<file path="config.mk">
export PLATFORM = sky130hd
export DESIGN_NAME = altx_ctrl
export DESIGN_NICKNAME = d
export VERILOG_FILES = /design/src/rtl/altx_pkg.sv /design/src/rtl/altx_sync.sv /design/src/rtl/altx_route.sv /design/src/rtl/altx_lane_en.sv /design/src/rtl/altx_aux_db.sv /design/src/rtl/altx_ctrl.sv
export SDC_FILE = /design/constraint.sdc
export NUM_CORES = 1
export LEC_CHECK = 0
export BUFFER_PORTS_ARGS = -buffer_cell sky130_fd_sc_hd__buf_2
export CORE_UTILIZATION = 33
export DETAILED_ROUTE_END_ITERATION = 10
export HOLD_SLACK_MARGIN = 0.06
export PLACE_DENSITY = 0.65
export SLEW_MARGIN = 20
export SYNTH_ARGS = -nofsm -noshare
export SYNTH_HDL_FRONTEND = slang
export SYNTH_SLANG_ARGS = --single-unit
export TNS_END_PERCENT = 50
</file>
<file path="constraint.sdc">
create_clock -name clk -period 3.2 [get_ports clk]
set_input_delay 0.32 -clock clk [delete_from_list [all_inputs] [get_ports clk]]
set_output_delay 0.32 -clock clk [all_outputs]
set_load 0.005 [all_outputs]
</file>
<file path="src/rtl/altx_pkg.sv">
package altx_pkg;
   typedef enum logic [1:0] {
      MODE_OFF    = 2'b00,
      MODE_USB    = 2'b01,
      MODE_DP4    = 2'b10,
      MODE_USBDP2 = 2'b11
   } altx_mode_e;

   localparam int GSEL_W = 3;
   typedef logic [GSEL_W-1:0] gsel_t;
   localparam gsel_t GSEL_NONE = 3'b000;
   localparam gsel_t GSEL_USB  = 3'b001;
   localparam gsel_t GSEL_DPLO = 3'b010;
   localparam gsel_t GSEL_DPHI = 3'b100;

   localparam int DP_LANES = 4;
endpackage

</file>
<file path="src/rtl/altx_sync.sv">
module altx_sync #(
   parameter int WIDTH  = 3,
   parameter int STAGES = 2
) (
   input  logic             clk,
   input  logic             rst_n,
   input  logic [WIDTH-1:0] d,
   output logic [WIDTH-1:0] q
);
   if (STAGES < 2) begin : g_bad_stages
      $error("altx_sync: STAGES must be at least 2");
   end

   logic [WIDTH-1:0] stg [STAGES];

   for (genvar s = 0; s < STAGES; s++) begin : g_stage
      always_ff @(posedge clk or negedge rst_n) begin
         if (!rst_n)      stg[s] <= '0;
         else if (s == 0) stg[s] <= d;
         else             stg[s] <= stg[(s == 0) ? 0 : s-1];
      end
   end

   assign q = stg[STAGES-1];
endmodule

</file>
<file path="src/rtl/altx_route.sv">
module altx_route
   import altx_pkg::*;
(
   input  altx_mode_e          mode,
   input  logic                flip,
   output gsel_t               grp_a,
   output gsel_t               grp_b,
   output logic                usb_on,
   output logic [DP_LANES-1:0] dp_mask
);
   gsel_t near_sel, far_sel;

   always_comb begin
      near_sel = GSEL_NONE;
      far_sel  = GSEL_NONE;
      usb_on   = 1'b0;
      dp_mask  = '0;
      unique case (mode)
         MODE_USB: begin
            near_sel = GSEL_USB;
            usb_on   = 1'b1;
         end
         MODE_USBDP2: begin
            near_sel = GSEL_USB;
            far_sel  = GSEL_DPLO;
            usb_on   = 1'b1;
            dp_mask  = 4'b0011;
         end
         MODE_DP4: begin
            near_sel = GSEL_DPHI;
            far_sel  = GSEL_DPLO;
            dp_mask  = 4'b1111;
         end
         default: ;
      endcase
      grp_a = flip ? far_sel  : near_sel;
      grp_b = flip ? near_sel : far_sel;
   end

   always_comb begin
      assert ($onehot0(grp_a) && $onehot0(grp_b)); // p_sel_onehot_r6
   end
endmodule

</file>
<file path="src/rtl/altx_lane_en.sv">
module altx_lane_en #(
   parameter int              LANES  = 4,
   parameter int              PWR_W  = 3,
   parameter logic [PWR_W-1:0] PWR_ON = 3'b001
) (
   input  logic [LANES-1:0] mask,
   input  logic             reg_mode,
   input  logic             snoop_en,
   input  logic [PWR_W-1:0] snoop_pwr,
   input  logic [LANES-1:0] lane_dis,
   output logic [LANES-1:0] lane_en
);
   if (LANES < 1 || PWR_W < 1) begin : g_bad_cfg
      $error("altx_lane_en: LANES and PWR_W must be positive");
   end

   logic pwr_ok;
   assign pwr_ok = (snoop_pwr == PWR_ON);

   for (genvar i = 0; i < LANES; i++) begin : g_lane
      always_comb begin
         if (!reg_mode)     lane_en[i] = mask[i];
         else if (snoop_en) lane_en[i] = mask[i] & pwr_ok;
         else               lane_en[i] = mask[i] & ~lane_dis[i];
      end
   end
endmodule

</file>
<file path="src/rtl/altx_aux_db.sv">
module altx_aux_db #(
   parameter int DB_CYCLES = 16
) (
   input  logic clk,
   input  logic rst_n,
   input  logic dp_req,
   output logic aux_on
);
   if (DB_CYCLES < 1) begin : g_bad_db
      $error("altx_aux_db: DB_CYCLES must be at least 1");
   end

   localparam int CW = $clog2(DB_CYCLES + 1);
   localparam logic [CW-1:0] CMAX = CW'(DB_CYCLES);

   logic [CW-1:0] cnt;

   always_ff @(posedge clk or negedge rst_n) begin
      if (!rst_n) begin
         aux_on <= 1'b0;
         cnt    <= '0;
      end else if (dp_req) begin
         aux_on <= 1'b1;
         cnt    <= '0;
      end else if (aux_on) begin
         if (cnt == CMAX) begin
            aux_on <= 1'b0;
            cnt    <= '0;
         end else begin
            cnt <= cnt + 1'b1;
         end
      end
   end

   p_db_bound_r9: assert property (@(posedge clk) disable iff (!rst_n)
      cnt <= CMAX);
   p_aux_follow_r9: assert property (@(posedge clk) disable iff (!rst_n)
      dp_req |=> aux_on);
   p_aux_idle_cnt_r9: assert property (@(posedge clk) disable iff (!rst_n)
      !aux_on |-> (cnt == '0));
endmodule

</file>
<file path="src/rtl/altx_ctrl.sv">
module altx_ctrl
   import altx_pkg::*;
#(
   parameter int SYNC_STAGES = 2,
   parameter int DB_CYCLES   = 16,
   parameter int PWR_W       = 3
) (
   input  logic                clk,
   input  logic                rst_n,
   input  logic                ctl0_pin,
   input  logic                ctl1_pin,
   input  logic                flip_pin,
   input  logic                cfg_reg_en,
   input  logic                reg_ctl0,
   input  logic                reg_ctl1,
   input  logic                snoop_en,
   input  logic [PWR_W-1:0]    snoop_pwr,
   input  logic [DP_LANES-1:0] lane_dis,
   output logic [GSEL_W-1:0]   grp_a_sel,
   output logic [GSEL_W-1:0]   grp_b_sel,
   output logic                usb_en,
   output logic [DP_LANES-1:0] dp_lane_en,
   output logic                aux_sbu_a,
   output logic                aux_sbu_b,
   output logic                usb_path_rst
);
   localparam int PIN_W = 3;

   logic [PIN_W-1:0] pin_sync;
   altx_sync #(.WIDTH(PIN_W), .STAGES(SYNC_STAGES)) u_sync (
      .clk  (clk),
      .rst_n(rst_n),
      .d    ({flip_pin, ctl1_pin, ctl0_pin}),
      .q    (pin_sync)
   );

   logic       eff_ctl0, eff_ctl1, eff_flip;
   altx_mode_e eff_mode;
   assign eff_ctl0 = cfg_reg_en ? reg_ctl0 : pin_sync[0];
   assign eff_ctl1 = cfg_reg_en ? reg_ctl1 : pin_sync[1];
   assign eff_flip = pin_sync[2];
   assign eff_mode = altx_mode_e'({eff_ctl1, eff_ctl0});

   gsel_t               nxt_a, nxt_b;
   logic                nxt_usb;
   logic [DP_LANES-1:0] nxt_mask, nxt_lanes;

   altx_route u_route (
      .mode   (eff_mode),
      .flip   (eff_flip),
      .grp_a  (nxt_a),
      .grp_b  (nxt_b),
      .usb_on (nxt_usb),
      .dp_mask(nxt_mask)
   );

   altx_lane_en #(.LANES(DP_LANES), .PWR_W(PWR_W)) u_lanes (
      .mask     (nxt_mask),
      .reg_mode (cfg_reg_en),
      .snoop_en (snoop_en),
      .snoop_pwr(snoop_pwr),
      .lane_dis (lane_dis),
      .lane_en  (nxt_lanes)
   );

   logic aux_on;
   altx_aux_db #(.DB_CYCLES(DB_CYCLES)) u_aux (
      .clk   (clk),
      .rst_n (rst_n),
      .dp_req(eff_ctl1),
      .aux_on(aux_on)
   );

   logic ctl0_q, flip_q;

   always_ff @(posedge clk or negedge rst_n) begin
      if (!rst_n) begin
         grp_a_sel    <= GSEL_NONE;
         grp_b_sel    <= GSEL_NONE;
         usb_en       <= 1'b0;
         dp_lane_en   <= '0;
         ctl0_q       <= 1'b0;
         flip_q       <= 1'b0;
         usb_path_rst <= 1'b0;
      end else begin
         grp_a_sel    <= nxt_a;
         grp_b_sel    <= nxt_b;
         usb_en       <= nxt_usb;
         dp_lane_en   <= nxt_lanes;
         ctl0_q       <= eff_ctl0;
         flip_q       <= eff_flip;
         usb_path_rst <= ctl0_q & ~eff_ctl0;
      end
   end

   assign aux_sbu_a = aux_on & ~flip_q;
   assign aux_sbu_b = aux_on &  flip_q;

   p_usb_single_r6: assert property (@(posedge clk) disable iff (!rst_n)
      !(grp_a_sel[0] && grp_b_sel[0]));
   p_usb_en_sel_r2: assert property (@(posedge clk) disable iff (!rst_n)
      usb_en == (grp_a_sel[0] | grp_b_sel[0]));
   p_aux_excl_r6: assert property (@(posedge clk) disable iff (!rst_n)
      !(aux_sbu_a && aux_sbu_b));
   p_hi_lanes_r4: assert property (@(posedge clk) disable iff (!rst_n)
      (|dp_lane_en[3:2]) |-> (grp_a_sel[2] | grp_b_sel[2]));
   p_lo_lanes_r3: assert property (@(posedge clk) disable iff (!rst_n)
      (|dp_lane_en[1:0]) |-> (grp_a_sel[1] | grp_b_sel[1]));
   p_rst_pulse_r13: assert property (@(posedge clk) disable iff (!rst_n)
      usb_path_rst |=> !usb_path_rst);
   p_rst_no_usb_r13: assert property (@(posedge clk) disable iff (!rst_n)
      usb_path_rst |-> !usb_en);
endmodule

</file>
==> impl_metrics.ini <==
[finish]
syn_to_final_growth_pct = 21.0
final_layout_size_suffix_gt1_share_pct = 33.9
final_common_cell = buf_2
nets = 131
insertedDiodeCount = 0
layout_common_cells = 29 x buf_2, 25 x dfrtp_1, 10 x nor2_1, 5 x o21ai_0, 4 x nand2b_1

[drt]
via_per_inst = 4.80
vias = 686
drc = 0
detail-route-antenna-nets = 0
firstDrtPassIters = 4
post_drt_wl_per_cell_um = 12.1
drtIter0Drc = 8
drt-total-wl_um = 1730

[placed_design]
dpl.hpwl_um = 1320
io_buffers = 29
place_congestion = 0.769

[synthesis]
yosysTopAreaCellShare_pct = 63.5
ys_seq_area_share_pct = 63.5
async_reset_ff_share_pct = 100
synth.area.top_cells = dfrtp_1 64%, nor2_1 3.8%, ha_1 2.5%
ys_seq_elements = 25
syn_area_um2 = 985
syn-num-nets = 98
yosysTopAreaCell = dfrtp_1
yosys_warnings = 0
ys_types = 28
synth-edff-count = 0
avgSynthCellArea_um2 = 12.3
syn_inst = 80
synth_top_flop_cell = dfrtp_1

[global_routing]
grt_pass1_wl_um = 3100
met2_usage_pct = 22.0
grt_max_degree = 26
top_usage_layer = met2
grt_pass1_vias = 748
met3_usage_pct = 4.15
grtUsageTotal_pct = 12.6
antenna_found_initial = 0
overflow = 0
grt_use_met1_pct = 13.7

[floorplanning]
dieArea_um2 = 3210
core_um2 = 2780
io_pins = 30
row_count = 19
start_util_pct = 35.4
die_h_um = 56.6
die_w_um = 56.6

[hold_path]
hold_path_class = input port to flop

[power_and_ir_drop]
irDropWorstVdd_uv = 262
power_w = 0.000545
p_per_area_nw_per_um2 = 458
p_leak_nw = 0.597

[sta]
finalCritPeriodShare_pct = 44.6
fin_skew_ps = 9.02
post-route-min-period_ps = 1430
hold_violations = 0
setup_viol = 0
maxSlewViolCount = 0
slew_headroom_pct = 64.4
hold_ws_ps = 108
tightest_slew_ps = 534
fmaxAchievable_mhz = 701
rsz0062_at_grt = false
tns_ps = 0

[cts]
ctsHoldBuffers = 1
cts_max_path_buffers = 2
ctsRootBufferMaster = clkbuf_4
clk_pin_slew_ps = 130
h-tree-depth = 1
clk_latency_ps = 300
postCtsSetupRepairBufs = 0
clock_sinks = 25
postCtsResizedCells = 0
cts_tree = done
numCtsBuffers = 3

[setup_path]
crit_required_ps = 2880
cp_max_fo = 10
criticalPathCategory = flop to primary output
arrival_ps = 1110
end_kind = primary output
startpoint_type = flop

[outcome]
status = completed

[run]
maxCapViolCount = 0
==> flip-flops by register name, indices dropped and copies added, names as in the netlist <==
register      count
ctl0_q            1
dp_lane_en        4
flip_q            1
grp_a_sel         3
grp_b_sel         3
u_aux.aux_on      1
u_aux.cnt         5
u_sync.q          3
u_sync.stg        3
usb_path_rst      1
==> logic make-up after synthesis <==
kind of cell	count (synthesis)	share of synthesized area, %
compound gates	10	6.10
xor+xnor	1	0.890
fa+ha+maj	2	2.54
buf+inv	5	2.67
flops	25	63.5
mux	4	5.84
simple gates	33	18.4
==> cell usage after synthesis (2+ instances only) <==
cell type	n
nand3b_1	2
nor3_1	2
nand2b_1	4
inv_1	3
nor2_1	10
o21ai_0	5
ha_1	2
nor2b_1	2
mux2i_1	2
nand2_1	3
o21a_1	2
dfrtp_1	25
and2_1	2
nand3_1	2
==> power breakdown <==
| group | switching, W | internal, W |
|---|---|---|
| clock | 0.0000852 | 0.0000465 |
| combinational | 0.0000339 | 0.0000337 |
| sequential | 0.0000112 | 0.000334 |
==> routing by layer <==
| metal | part of all wire (%) | routed length [um] |
|---|---|---|
| met1 | 40 | 684 |
| met4 | 1.2 | 20 |
| met2 | 51 | 886 |
| met3 | 8.0 | 139 |
| met5 | 0 | 0 |
==> worst max-delay path, stage by stage (launching register included) <==
cell,delay (ps)
dfrtp_1,530
nor2b_1,160
buf_2,110
==> worst paths after layout <==
| path | cells past startpoint | endpoint | start | slack, ps |
|---|---|---|---|---|
| worst max-delay path | 2 | aux_sbu_a | u_aux.aux_on | 1770 |
| worst min-delay path | 1 | u_sync.stg[5] | flip_pin | 110 |
| worst max register to register | 5 | u_aux.cnt[2] | u_aux.cnt[0] | 1910 |
| worst min register to register | 0 | u_sync.q[0] | u_sync.stg[3] | 360 |
| max in group asynchronous | 2 | grp_a_sel[2] | rst_n | 2330 |
| min in group asynchronous | 2 | grp_b_sel[1] | rst_n | 510 |
==> layout make-up <==
| class | count | area [um^2] |
|---|---|---|
| inverters | 3 | 11.3 |
| well taps | 31 | 38.8 |
| fillers | 274 | 1590 |
| flip-flops and latches | 25 | 626 |
| repair buffers | 30 | 155 |
| clock buffers | 3 | 22.5 |
| multi-input cells | 50 | 333 |
| clock inverters | 1 | 5.00 |
==> metrics by stage <==
| step | std cells | worst slack (ps) | util (%) | instance area [um^2] |
|---|---|---|---|---|
| after floorplan | 80 | 1990 | - | 985 |
| after global placement | 138 | 1890 | 41.5 | 1150 |
| after detailed placement | 138 | 1840 | 41.5 | 1150 |
| after CTS | 143 | 1750 | 42.8 | 1190 |
| after global routing | 143 | 1660 | 42.8 | 1190 |
| final | 143 | 1770 | 42.8 | 1190 |
Note: power is estimated with default switching activity, not from simulation.
